`config.mk`:
```
export PLATFORM = sky130hd
export DESIGN_NAME = cell_tx_buffer
export DESIGN_NICKNAME = d
export VERILOG_FILES = /design/src/rtl/cell_buf_pkg.sv /design/src/rtl/cell_store.sv /design/src/rtl/cell_wr_ctrl.sv /design/src/rtl/cell_rd_ctrl.sv /design/src/rtl/cell_tx_buffer.sv
export SDC_FILE = /design/constraint.sdc
export NUM_CORES = 1
export LEC_CHECK = 0
export BUFFER_PORTS_ARGS = -buffer_cell sky130_fd_sc_hd__buf_2
export CAP_MARGIN = 10
export CELL_PAD_IN_SITES_DETAIL_PLACEMENT = 1
export CELL_PAD_IN_SITES_GLOBAL_PLACEMENT = 2
export CORE_MARGIN = 4
export CORE_UTILIZATION = 33
export CTS_BUF_LIST = sky130_fd_sc_hd__clkbuf_8
export DETAILED_ROUTE_END_ITERATION = 7
export PLACE_DENSITY = 0.58
export SLEW_MARGIN = 0
export SYNTH_ARGS = -nofsm -noshare
export SYNTH_HDL_FRONTEND = slang
export SYNTH_HIERARCHICAL = 1
export SYNTH_SLANG_ARGS = --single-unit
export TNS_END_PERCENT = 30
```
`constraint.sdc`:
```
create_clock -name clk -period 3.92 [get_ports clk]
set_clock_uncertainty 0.2 [all_clocks]
set_input_delay 0.196 -clock clk [delete_from_list [all_inputs] [get_ports clk]]
set_output_delay 0.196 -clock clk [all_outputs]
set_load 0.02 [all_outputs]
```
`src/rtl/cell_buf_pkg.sv`:
```
package cell_buf_pkg;

  // Flat storage address of byte idx in cell slot slot.
  function automatic int cell_addr(int slot, int idx, int cell_bytes);
    return slot * cell_bytes + idx;
  endfunction

  // Ring advance over the cell slots.
  function automatic int next_slot(int slot, int num_cells);
    return (slot + 1 >= num_cells) ? 0 : slot + 1;
  endfunction

  // Cells taking space: finished ones plus the one being filled.
  function automatic int occupancy(int done_cells, bit filling);
    return done_cells + (filling ? 1 : 0);
  endfunction

endpackage

```
`src/rtl/cell_store.sv`:
```
module cell_store #(
  parameter int DATA_W = 8,
  parameter int DEPTH  = 106,
  localparam int ADDR_W = (DEPTH > 1) ? $clog2(DEPTH) : 1
) (
  input  logic              clk,
  input  logic              we,
  input  logic [ADDR_W-1:0] waddr,
  input  logic [DATA_W-1:0] wdata,
  input  logic [ADDR_W-1:0] raddr,
  output logic [DATA_W-1:0] rdata
);

  logic [DATA_W-1:0] mem [DEPTH];

  always_ff @(posedge clk) begin
    if (we) mem[waddr] <= wdata;
  end

  assign rdata = mem[raddr];

endmodule

```
`src/rtl/cell_wr_ctrl.sv`:
```
module cell_wr_ctrl
  import cell_buf_pkg::*;
#(
  parameter int CELL_BYTES = 53,
  parameter int NUM_CELLS  = 2,
  localparam int DEPTH  = CELL_BYTES * NUM_CELLS,
  localparam int ADDR_W = (DEPTH > 1) ? $clog2(DEPTH) : 1,
  localparam int IDX_W  = (CELL_BYTES > 1) ? $clog2(CELL_BYTES) : 1,
  localparam int SLOT_W = (NUM_CELLS > 1) ? $clog2(NUM_CELLS) : 1
) (
  input  logic              clk,
  input  logic              rst_n,
  input  logic              wr_en,
  input  logic              wr_soc,
  input  logic              room,
  output logic              mem_we,
  output logic [ADDR_W-1:0] mem_addr,
  output logic              filling,
  output logic              cell_commit
);

  localparam logic [IDX_W-1:0] LAST_IDX = IDX_W'(CELL_BYTES - 1);

  logic [IDX_W-1:0]  byte_idx;
  logic [SLOT_W-1:0] wr_slot;
  logic              start_ok;
  logic              cont_ok;

  // A start is taken whenever a finished slot is free; an open cell
  // already owns a free slot, so a restart always lands in place.
  assign start_ok    = wr_en && wr_soc && room;
  assign cont_ok     = wr_en && !wr_soc && filling;
  assign mem_we      = start_ok || cont_ok;
  assign cell_commit = cont_ok && (byte_idx == LAST_IDX);
  assign mem_addr    = ADDR_W'(cell_addr(int'(wr_slot),
                                         start_ok ? 0 : int'(byte_idx),
                                         CELL_BYTES));

  always_ff @(posedge clk) begin
    if (!rst_n) begin
      filling  <= 1'b0;
      byte_idx <= '0;
      wr_slot  <= '0;
    end else if (start_ok) begin
      filling  <= 1'b1;
      byte_idx <= IDX_W'(1);
    end else if (cell_commit) begin
      filling  <= 1'b0;
      byte_idx <= '0;
      wr_slot  <= SLOT_W'(next_slot(int'(wr_slot), NUM_CELLS));
    end else if (cont_ok) begin
      byte_idx <= byte_idx + IDX_W'(1);
    end
  end

  assert_commit_full_cell_R3: assert property (@(posedge clk) disable iff (!rst_n)
    cell_commit |-> (filling && byte_idx == LAST_IDX));

  assert_orphan_ignored_R6: assert property (@(posedge clk) disable iff (!rst_n)
    (!filling && wr_en && !wr_soc) |-> !mem_we);

  assert_restart_in_place_R5: assert property (@(posedge clk) disable iff (!rst_n)
    (filling && wr_en && wr_soc) |=> (filling && byte_idx == IDX_W'(1) && $stable(wr_slot)));

  assert_idle_holds_R2: assert property (@(posedge clk) disable iff (!rst_n)
    !wr_en |=> ($stable(byte_idx) && $stable(filling)));

endmodule

```
`src/rtl/cell_rd_ctrl.sv`:
```
module cell_rd_ctrl
  import cell_buf_pkg::*;
#(
  parameter int CELL_BYTES = 53,
  parameter int NUM_CELLS  = 2,
  localparam int DEPTH  = CELL_BYTES * NUM_CELLS,
  localparam int ADDR_W = (DEPTH > 1) ? $clog2(DEPTH) : 1,
  localparam int IDX_W  = (CELL_BYTES > 1) ? $clog2(CELL_BYTES) : 1,
  localparam int SLOT_W = (NUM_CELLS > 1) ? $clog2(NUM_CELLS) : 1
) (
  input  logic              clk,
  input  logic              rst_n,
  input  logic              have_cell,
  input  logic              rd_ready,
  output logic              rd_valid,
  output logic              rd_soc,
  output logic [ADDR_W-1:0] rd_addr,
  output logic              cell_done
);

  localparam logic [IDX_W-1:0] LAST_IDX = IDX_W'(CELL_BYTES - 1);

  logic [IDX_W-1:0]  rd_idx;
  logic [SLOT_W-1:0] rd_slot;
  logic              take;

  assign rd_valid  = have_cell;
  assign rd_soc    = have_cell && (rd_idx == '0);
  assign take      = rd_valid && rd_ready;
  assign cell_done = take && (rd_idx == LAST_IDX);
  assign rd_addr   = ADDR_W'(cell_addr(int'(rd_slot), int'(rd_idx), CELL_BYTES));

  always_ff @(posedge clk) begin
    if (!rst_n) begin
      rd_idx  <= '0;
      rd_slot <= '0;
    end else if (cell_done) begin
      rd_idx  <= '0;
      rd_slot <= SLOT_W'(next_slot(int'(rd_slot), NUM_CELLS));
    end else if (take) begin
      rd_idx <= rd_idx + IDX_W'(1);
    end
  end

  assert_stall_holds_R4: assert property (@(posedge clk) disable iff (!rst_n)
    (rd_valid && !rd_ready) |=> (rd_valid && $stable(rd_addr) && $stable(rd_soc)));

  assert_soc_needs_valid_R4: assert property (@(posedge clk) disable iff (!rst_n)
    rd_soc |-> rd_valid);

  assert_soc_after_done_R4: assert property (@(posedge clk) disable iff (!rst_n)
    (cell_done && have_cell) |=> (!rd_valid || rd_soc));

endmodule

```
`src/rtl/cell_tx_buffer.sv`:
```
module cell_tx_buffer
  import cell_buf_pkg::*;
#(
  parameter int DATA_W     = 8,
  parameter int CELL_BYTES = 53,
  parameter int NUM_CELLS  = 2,
  localparam int DEPTH  = CELL_BYTES * NUM_CELLS,
  localparam int ADDR_W = (DEPTH > 1) ? $clog2(DEPTH) : 1,
  localparam int CNT_W  = $clog2(NUM_CELLS + 1)
) (
  input  logic              clk,
  input  logic              rst_n,
  input  logic [DATA_W-1:0] wr_data,
  input  logic              wr_en,
  input  logic              wr_soc,
  output logic              space_ok,
  output logic [DATA_W-1:0] rd_data,
  output logic              rd_soc,
  output logic              rd_valid,
  input  logic              rd_ready
);

  localparam logic [CNT_W-1:0] FULL_CNT = CNT_W'(NUM_CELLS);

  logic [CNT_W-1:0]  done_cnt;
  logic              room;
  logic              filling;
  logic              cell_commit;
  logic              cell_done;
  logic              mem_we;
  logic [ADDR_W-1:0] mem_waddr;
  logic [ADDR_W-1:0] mem_raddr;

  assign room     = done_cnt < FULL_CNT;
  assign space_ok = occupancy(int'(done_cnt), filling) < NUM_CELLS;

  always_ff @(posedge clk) begin
    if (!rst_n) done_cnt <= '0;
    else        done_cnt <= done_cnt + CNT_W'(cell_commit) - CNT_W'(cell_done);
  end

  cell_wr_ctrl #(
    .CELL_BYTES (CELL_BYTES),
    .NUM_CELLS  (NUM_CELLS)
  ) u_wr (
    .clk         (clk),
    .rst_n       (rst_n),
    .wr_en       (wr_en),
    .wr_soc      (wr_soc),
    .room        (room),
    .mem_we      (mem_we),
    .mem_addr    (mem_waddr),
    .filling     (filling),
    .cell_commit (cell_commit)
  );

  cell_rd_ctrl #(
    .CELL_BYTES (CELL_BYTES),
    .NUM_CELLS  (NUM_CELLS)
  ) u_rd (
    .clk       (clk),
    .rst_n     (rst_n),
    .have_cell (done_cnt != '0),
    .rd_ready  (rd_ready),
    .rd_valid  (rd_valid),
    .rd_soc    (rd_soc),
    .rd_addr   (mem_raddr),
    .cell_done (cell_done)
  );

  cell_store #(
    .DATA_W (DATA_W),
    .DEPTH  (DEPTH)
  ) u_store (
    .clk   (clk),
    .we    (mem_we),
    .waddr (mem_waddr),
    .wdata (wr_data),
    .raddr (mem_raddr),
    .rdata (rd_data)
  );

  assert_no_overflow_R8: assert property (@(posedge clk) disable iff (!rst_n)
    cell_commit |-> (done_cnt < FULL_CNT));

  assert_no_underflow_R4: assert property (@(posedge clk) disable iff (!rst_n)
    cell_done |-> (done_cnt != '0));

  assert_full_blocks_start_R8: assert property (@(posedge clk) disable iff (!rst_n)
    (done_cnt == FULL_CNT) |-> !mem_we);

  assert_space_drops_R7: assert property (@(posedge clk) disable iff (!rst_n)
    (cell_commit && !cell_done && done_cnt == FULL_CNT - CNT_W'(1)) |=> !space_ok);

  assert_space_returns_R7: assert property (@(posedge clk) disable iff (!rst_n)
    (cell_done && !filling && !cell_commit && !(wr_en && wr_soc)) |=> space_ok);

endmodule

```
## After elaboration in Yosys (flattened, before gate mapping)

Memory sizes are Yosys's and may differ from the RTL's.
Cells that the tools add are included.

- Bits in registers: 17
- Bits of input ports: 13
- Memory bits (read-only): 0
- Bits in latches: 0
- Memories: 1
- Memory bits (writable): 848

Memories:

| name | words | width | rd ports | clocked after Yosys merged registers in | wr ports | line | RTL |
|---|---|---|---|---|---|---|---|
| u_store.mem | 106 | 8 | 1 | 0 | 1 | cell_store.sv:14 | `logic [DATA_W-1:0] mem [DEPTH];` |

- Magnitude comparators: 4
- Equal/unequal tests: 2
- Shift-type cells: 0
- Divide/modulo/power cells: 0
- Bitwise logic cells: 2
- Multiplexer cells: 11
- Multipliers: 2
- Add/subtract/negate cells: 9
- Reduce and logical (&&, ||, !) cells: 17

Operators with widths:

| operator | count |
|---|---|
| $add A7 B7 Y7 | 2 |
| $mul A1 B6 Y7 const B | 2 |
| $add A6 B1 Y6 const B | 2 |
| $eq A6 B6 Y1 const B | 2 |
| $mux W1 | 10 |
| $logic_and A1 B1 Y1 | 8 |
| $logic_not A6 Y1 | 1 |
| $mux W6 | 1 |
| $add A1 B1 Y2 const B | 2 |
| $ge A2 B2 Y1 const B | 2 |
| $reduce_bool A2 Y1 | 2 |
| $add A2 B1 Y3 | 1 |
| $lt A3 B2 Y1 const B | 1 |
| $reduce_bool A3 Y1 | 1 |
| $reduce_or A3 Y1 | 1 |
| $add A2 B1 Y2 | 1 |
| $lt A2 B2 Y1 const B | 1 |
| $not A1 Y1 | 2 |
| $reduce_and A2 Y1 | 1 |
| $reduce_or A2 Y1 | 1 |
| $sub A2 B1 Y2 | 1 |
| $logic_not A1 Y1 | 1 |
| $logic_or A1 B1 Y1 | 1 |

## Depth between registers and ports, before layout

- Word-level depth: 6
- Gate-level depth with buffers: 13
- Depth with buffers taken out: 12

## By module

Netlist, hierarchy kept.

By module, submodules not included:

| module | cells each | sequential area each (um^2) | area each (um^2) | times used |
|---|---|---|---|---|
| cell_store | 1556 | 25464.4 | 33039.2 | 1 |
| cell_wr_ctrl | 77 | 160.2 | 661.9 | 1 |
| cell_rd_ctrl | 65 | 140.1 | 543.0 | 1 |
| cell_tx_buffer | 12 | 40.0 | 125.1 | 1 |

## Worst setup path after synthesis

Ideal clock, no wire load.

- Path type: reg-to-reg
- Start point: register done_cnt[1]
- End point: memory u_store.mem[56][0], enable pin
- Stages on the path, launching flop included: 13
- Required time: 3.337 ns
- Library setup time: 0.383 ns
- Buffers on the path: 1
- Arrival: 3.037 ns
- Slack: 0.300 ns
- Cells stage by stage: dfxtp_1 -> inv_1 -> nand3_1 -> buf_6 -> and2_2 -> ha_1 -> a31o_2 -> a41oi_1 -> xnor2_1 -> nor2b_1 -> and3_1 -> nand3b_1 -> nor3_1

RTL lines:

| what | line | RTL |
|---|---|---|
| start: declaration | cell_tx_buffer.sv:25 | `logic [CNT_W-1:0] done_cnt;` |
| start signal: assignment | cell_tx_buffer.sv:39 | `else done_cnt <= done_cnt + CNT_W'(cell_commit) - CNT_W'(cell_done);` |
| $lt A2 B2 Y1 | cell_tx_buffer.sv:34 | `assign room = done_cnt < FULL_CNT;` |
| via room | cell_tx_buffer.sv:26 | `logic room;` |
| $logic_and A1 B1 Y1 | cell_wr_ctrl.sv:31 | `assign start_ok = wr_en && wr_soc && room;` |
| $mux W6 | cell_wr_ctrl.sv:36 | `start_ok ? 0 : int'(byte_idx),` |
| $add A7 B7 Y7 | cell_buf_pkg.sv:5 | `return slot * cell_bytes + idx;` |
| via mem_waddr[5] | cell_tx_buffer.sv:31 | `logic [ADDR_W-1:0] mem_waddr;` |
| end: declaration | cell_store.sv:14 |  |

The timed path passes the listed nets, and every way through them passes these cells.

## Worst setup path after layout

- Start point: register u_rd.rd_slot
- End point: output rd_data[7]

- Longest elaborated chain between the ends: 3

Ends and longest elaborated chain:

| what | line | RTL |
|---|---|---|
| start: declaration | cell_rd_ctrl.sv:24 | `logic [SLOT_W-1:0] rd_slot;` |
| start signal: assignment | cell_rd_ctrl.sv:39 | `rd_slot <= SLOT_W'(next_slot(int'(rd_slot), NUM_CELLS));` |
| $mul A1 B6 Y7 | cell_buf_pkg.sv:5 |  |
| $add A7 B7 Y7 | cell_buf_pkg.sv:5 |  |
| via mem_raddr[4] | cell_tx_buffer.sv:32 | `logic [ADDR_W-1:0] mem_raddr;` |
| $mem_v2 Z106 W8 | - |  |
| end: declaration | cell_tx_buffer.sv:17 | `output logic [DATA_W-1:0] rd_data,` |

The timed path passes the listed nets, and every way through them passes these cells.

==> out/results.tsv <==
stage	metric	value	unit
layout	area_growth	23.8	%
synthesis	synthTopCellsByArea	edfxtp_1, mux4_2, mux2i_1, nor2_1, dfxtp_1	
place	gp_congestion	0.813	
sta	period_share	105	%
die	dieWidth	331	um
cts	cts_buffers	146	
worst_hold_path	hp-class	in -> reg	
synthesis	ys_ff_latch	865	
synthesis	ys_warn_count	6	
layout	fin_area	0.0425	mm2
synthesis	synth_area	0.0344	mm2
sta	slew_headroom	19.8	%
synthesis	yosys.area.top_type	edfxtp_1	
synthesis	synth_top_family_by_area	multiplexers	
global_routing	grt_pass1_wl	141000	um
route	via_count	18400	
power	power.leakage	13.5	nW
synthesis	synth_fa_ha_area_share	0.582	%
flow_run	cap_violations	0	
sta	layout_min_cycle_time	4.10	ns
synthesis	synth-compound-area-share	3.13	%
global_routing	first_global_vias	19700	
global_routing	overflow	0	
route	drt_iter0_drc	1412	
place	place_ws	-0.0906	ns
route	wl_per_cell	26.9	um
place	placed_area	0.0378	mm2
route	wl_met1	44200	um
setup_path	worstPathArrival	3.71	ns
die	die_h	331	um
synthesis	synth-edff-count	848	
sta	finalSetupTns	-1.31	ns
sta	rsz0062_at_grt	true	
route	drc	0	
global_routing	antenna_found_initial	2	
setup_path	cp-start-kind	register	
synthesis	avgSynthCellArea	20.1	um2
route	first_pass_iters	7	
setup_path	crit_type	reg -> out	
synthesis	syn_inst	1710	
place	port_buffers	23	
place	dp_cells	3247	
route	route.met2.wl	46800	um
power	vdd_drop_max	0.300	mV
sta	fmax	0.244	GHz
sta	slew_violations	0	
place	hpwl	58100	um
run_status	violations	negative setup slack	
synthesis	synthMuxAreaShare	15.3	%
sta	worst_slew_pin_slew	1.20	ns
layout	drive_above_1_share	37.8	%
synthesis	synth.top_cell.area_share	74.1	%
die	start_util	33.2	%
layout	final_cell_count_no_fill	3595	
sta	fin_ws	-0.183	ns
setup_path	cp.required	3.52	ns
synthesis	ys_seq_area_share	75.1	%
power	power	18.1	mW
synthesis	synthArstFlopShare	0	%
route	postRouteAntennaNets	0	
global_routing	grt_usage	18.0	%
global_routing	grt_max_degree	97	
die	io-pin-count	24	
die	die_area	0.109	mm2
cts	htree_num_levels	4	
cts	cts_buffer_depth	3	
die	rows	118	
route	drt_wl_total	96500	um
sta	whs	0.0977	ns
layout	nets	2129	
cts	cts_tree	done	
sta	finalHoldViolCount	0	
synthesis	synth-simple-area-share	4.06	%
die	core_area	0.103	mm2
setup_path	cp_max_fo	8	
cts	clock-sinks	865	
synthesis	synth-main-ff-cell	edfxtp_1	
cts	cts-root-buf	clkbuf_8	
sta	setup_viol	8	
setup_path	end_kind	primary output	
synthesis	synth_xor_area_share	0.244	%
route	via_per_inst	5.11	
synthesis	synth_cell_types	69	
run_status	run_status	complete, but fails checks	
cts	clk_latency	0.82	ns
layout	utilization	41.1	%
power	power_density	424	mW/mm2
synthesis	synth_nets	1739	
route	routed.top_layer	met4	
cts	clk_pin_slew	0.06	ns
route	dr_wl_met3	3780	um
## logic make-up after synthesis
group / after synthesis
adder cells (fa/ha/maj): 16
multiplexers: 279
AND/OR/NAND/NOR: 289
XOR/XNOR: 8
flip-flops: 865
AO/OA/AOI/OAI: 150
buffers and inverters: 103
## report_power, final
part	switching [mW]	internal, mW
clock	3.64	3.96
sequential	0.00442	10.2
combinational	0.225	0.0561
## critical path, cell delays in order, from the launching register on
cell and delay (ns):
dfxtp_4 0.37, ha_4 0.18, ha_4 0.19, a21oi_4 0.19
nor2b_4 0.07, xor2_4 0.30, buf_12 0.21, buf_6 0.18
mux2i_4 0.27, a22oi_2 0.13, a211oi_4 0.39, buf_4 0.19
a21oi_4 0.04, buf_4 0.18
## routing by layer
metal / global-route usage (%) / up-vias
li1: - / 7909
met1: 25.4 / 9950
met2: 29.1 / 391
met3: 3.14 / 118
met4: 4.59 / 0
met5: 0 / -
## cell usage in the layout, fill, tap and decap left out, drive strengths merged, types with 4 or more instances in the layout
cell type / count
o21ai: 10
a21oi: 27
inv: 76
dlygate4sd3: 14
bufinv: 6
nand4: 9
a211oi: 6
mux2i: 73
or3: 4
nand4b: 4
o22ai: 8
nand2: 60
clkinv: 40
o221ai: 14
xor2: 4
a22oi: 43
or4: 4
mux4: 197
ha: 16
o22a: 6
a221oi: 7
a31oi: 5
nand3: 18
nor2: 120
o211ai: 4
nor3: 13
clkbuf: 150
nand2b: 11
and2: 8
nor2b: 18
edfxtp: 848
buf: 315
mux2: 9
dfxtp: 17
## worst paths after layout
| kind | start | slack, ns | cells after the start | to |
|---|---|---|---|---|
| max | u_rd/rd_slot$_SDFFE_PN0P_ | -0.18 | 13 | rd_data[7] |
| min reg2reg | u_rd/rd_idx[1]$_SDFFE_PP0P_ | 0.34 | 2 | u_rd/rd_idx[1]$_SDFFE_PP0P_ |
| max reg2reg | done_cnt[1]$_SDFF_PN0_ | 0.30 | 14 | u_store/mem[94][6]$_DFFE_PP_ |
| min | rst_n | 0.1 | 3 | u_wr/wr_slot$_SDFFE_PN0P_ |
## timing repair
action	4_1_cts	5_1_grt
pin swaps	34	33
hold buffers	14	0
setup buffers	55	7
hold endpoints to repair	695	0
endpoints found under the setup margin	8	38
gates resized for setup	169	52
gates cloned	13	1
## synth_stat cells, types with 4 or more instances
cell type and number:
xor2_1 4, a21oi_1 26, nand2_1 60, a31oi_1 5, dfxtp_1 17, buf_1 6, nor2_1 120, o21ai_0 10
a221oi_1 7, mux4_2 197, o211ai_1 4, o22ai_1 8, o22a_1 6, buf_4 15, a211oi_1 6, buf_6 8
mux2i_1 73, and2_1 7, inv_1 12, ha_1 16, nor3_1 13, nand2b_1 11, clkbuf_1 32, nand3_1 17
edfxtp_1 848, o221ai_1 14, nor2b_1 17, mux2_2 9, nand4_1 9, buf_2 30, a22oi_1 43
## state kept, by name (all words and copies together), names as in the netlist
signal / count
u_store/mem: 848
u_rd/rd_idx: 6
u_wr/byte_idx: 6
done_cnt: 2
u_rd/rd_slot: 1
u_wr/filling: 1
u_wr/wr_slot: 1
## layout make-up
class | count | area (um2)
Multi-Input combinational cell | 742 | 8910
Fill cell | 9893 | 60900
Timing Repair Buffer | 333 | 3320
Tap cell | 1380 | 1730
Inverter | 12 | 45.0
Clock buffer | 149 | 2050
Antenna cell | 3 | 7.51
Sequential cell | 865 | 25800
Clock inverter | 111 | 674
Power figures use the tool's default switching activity.
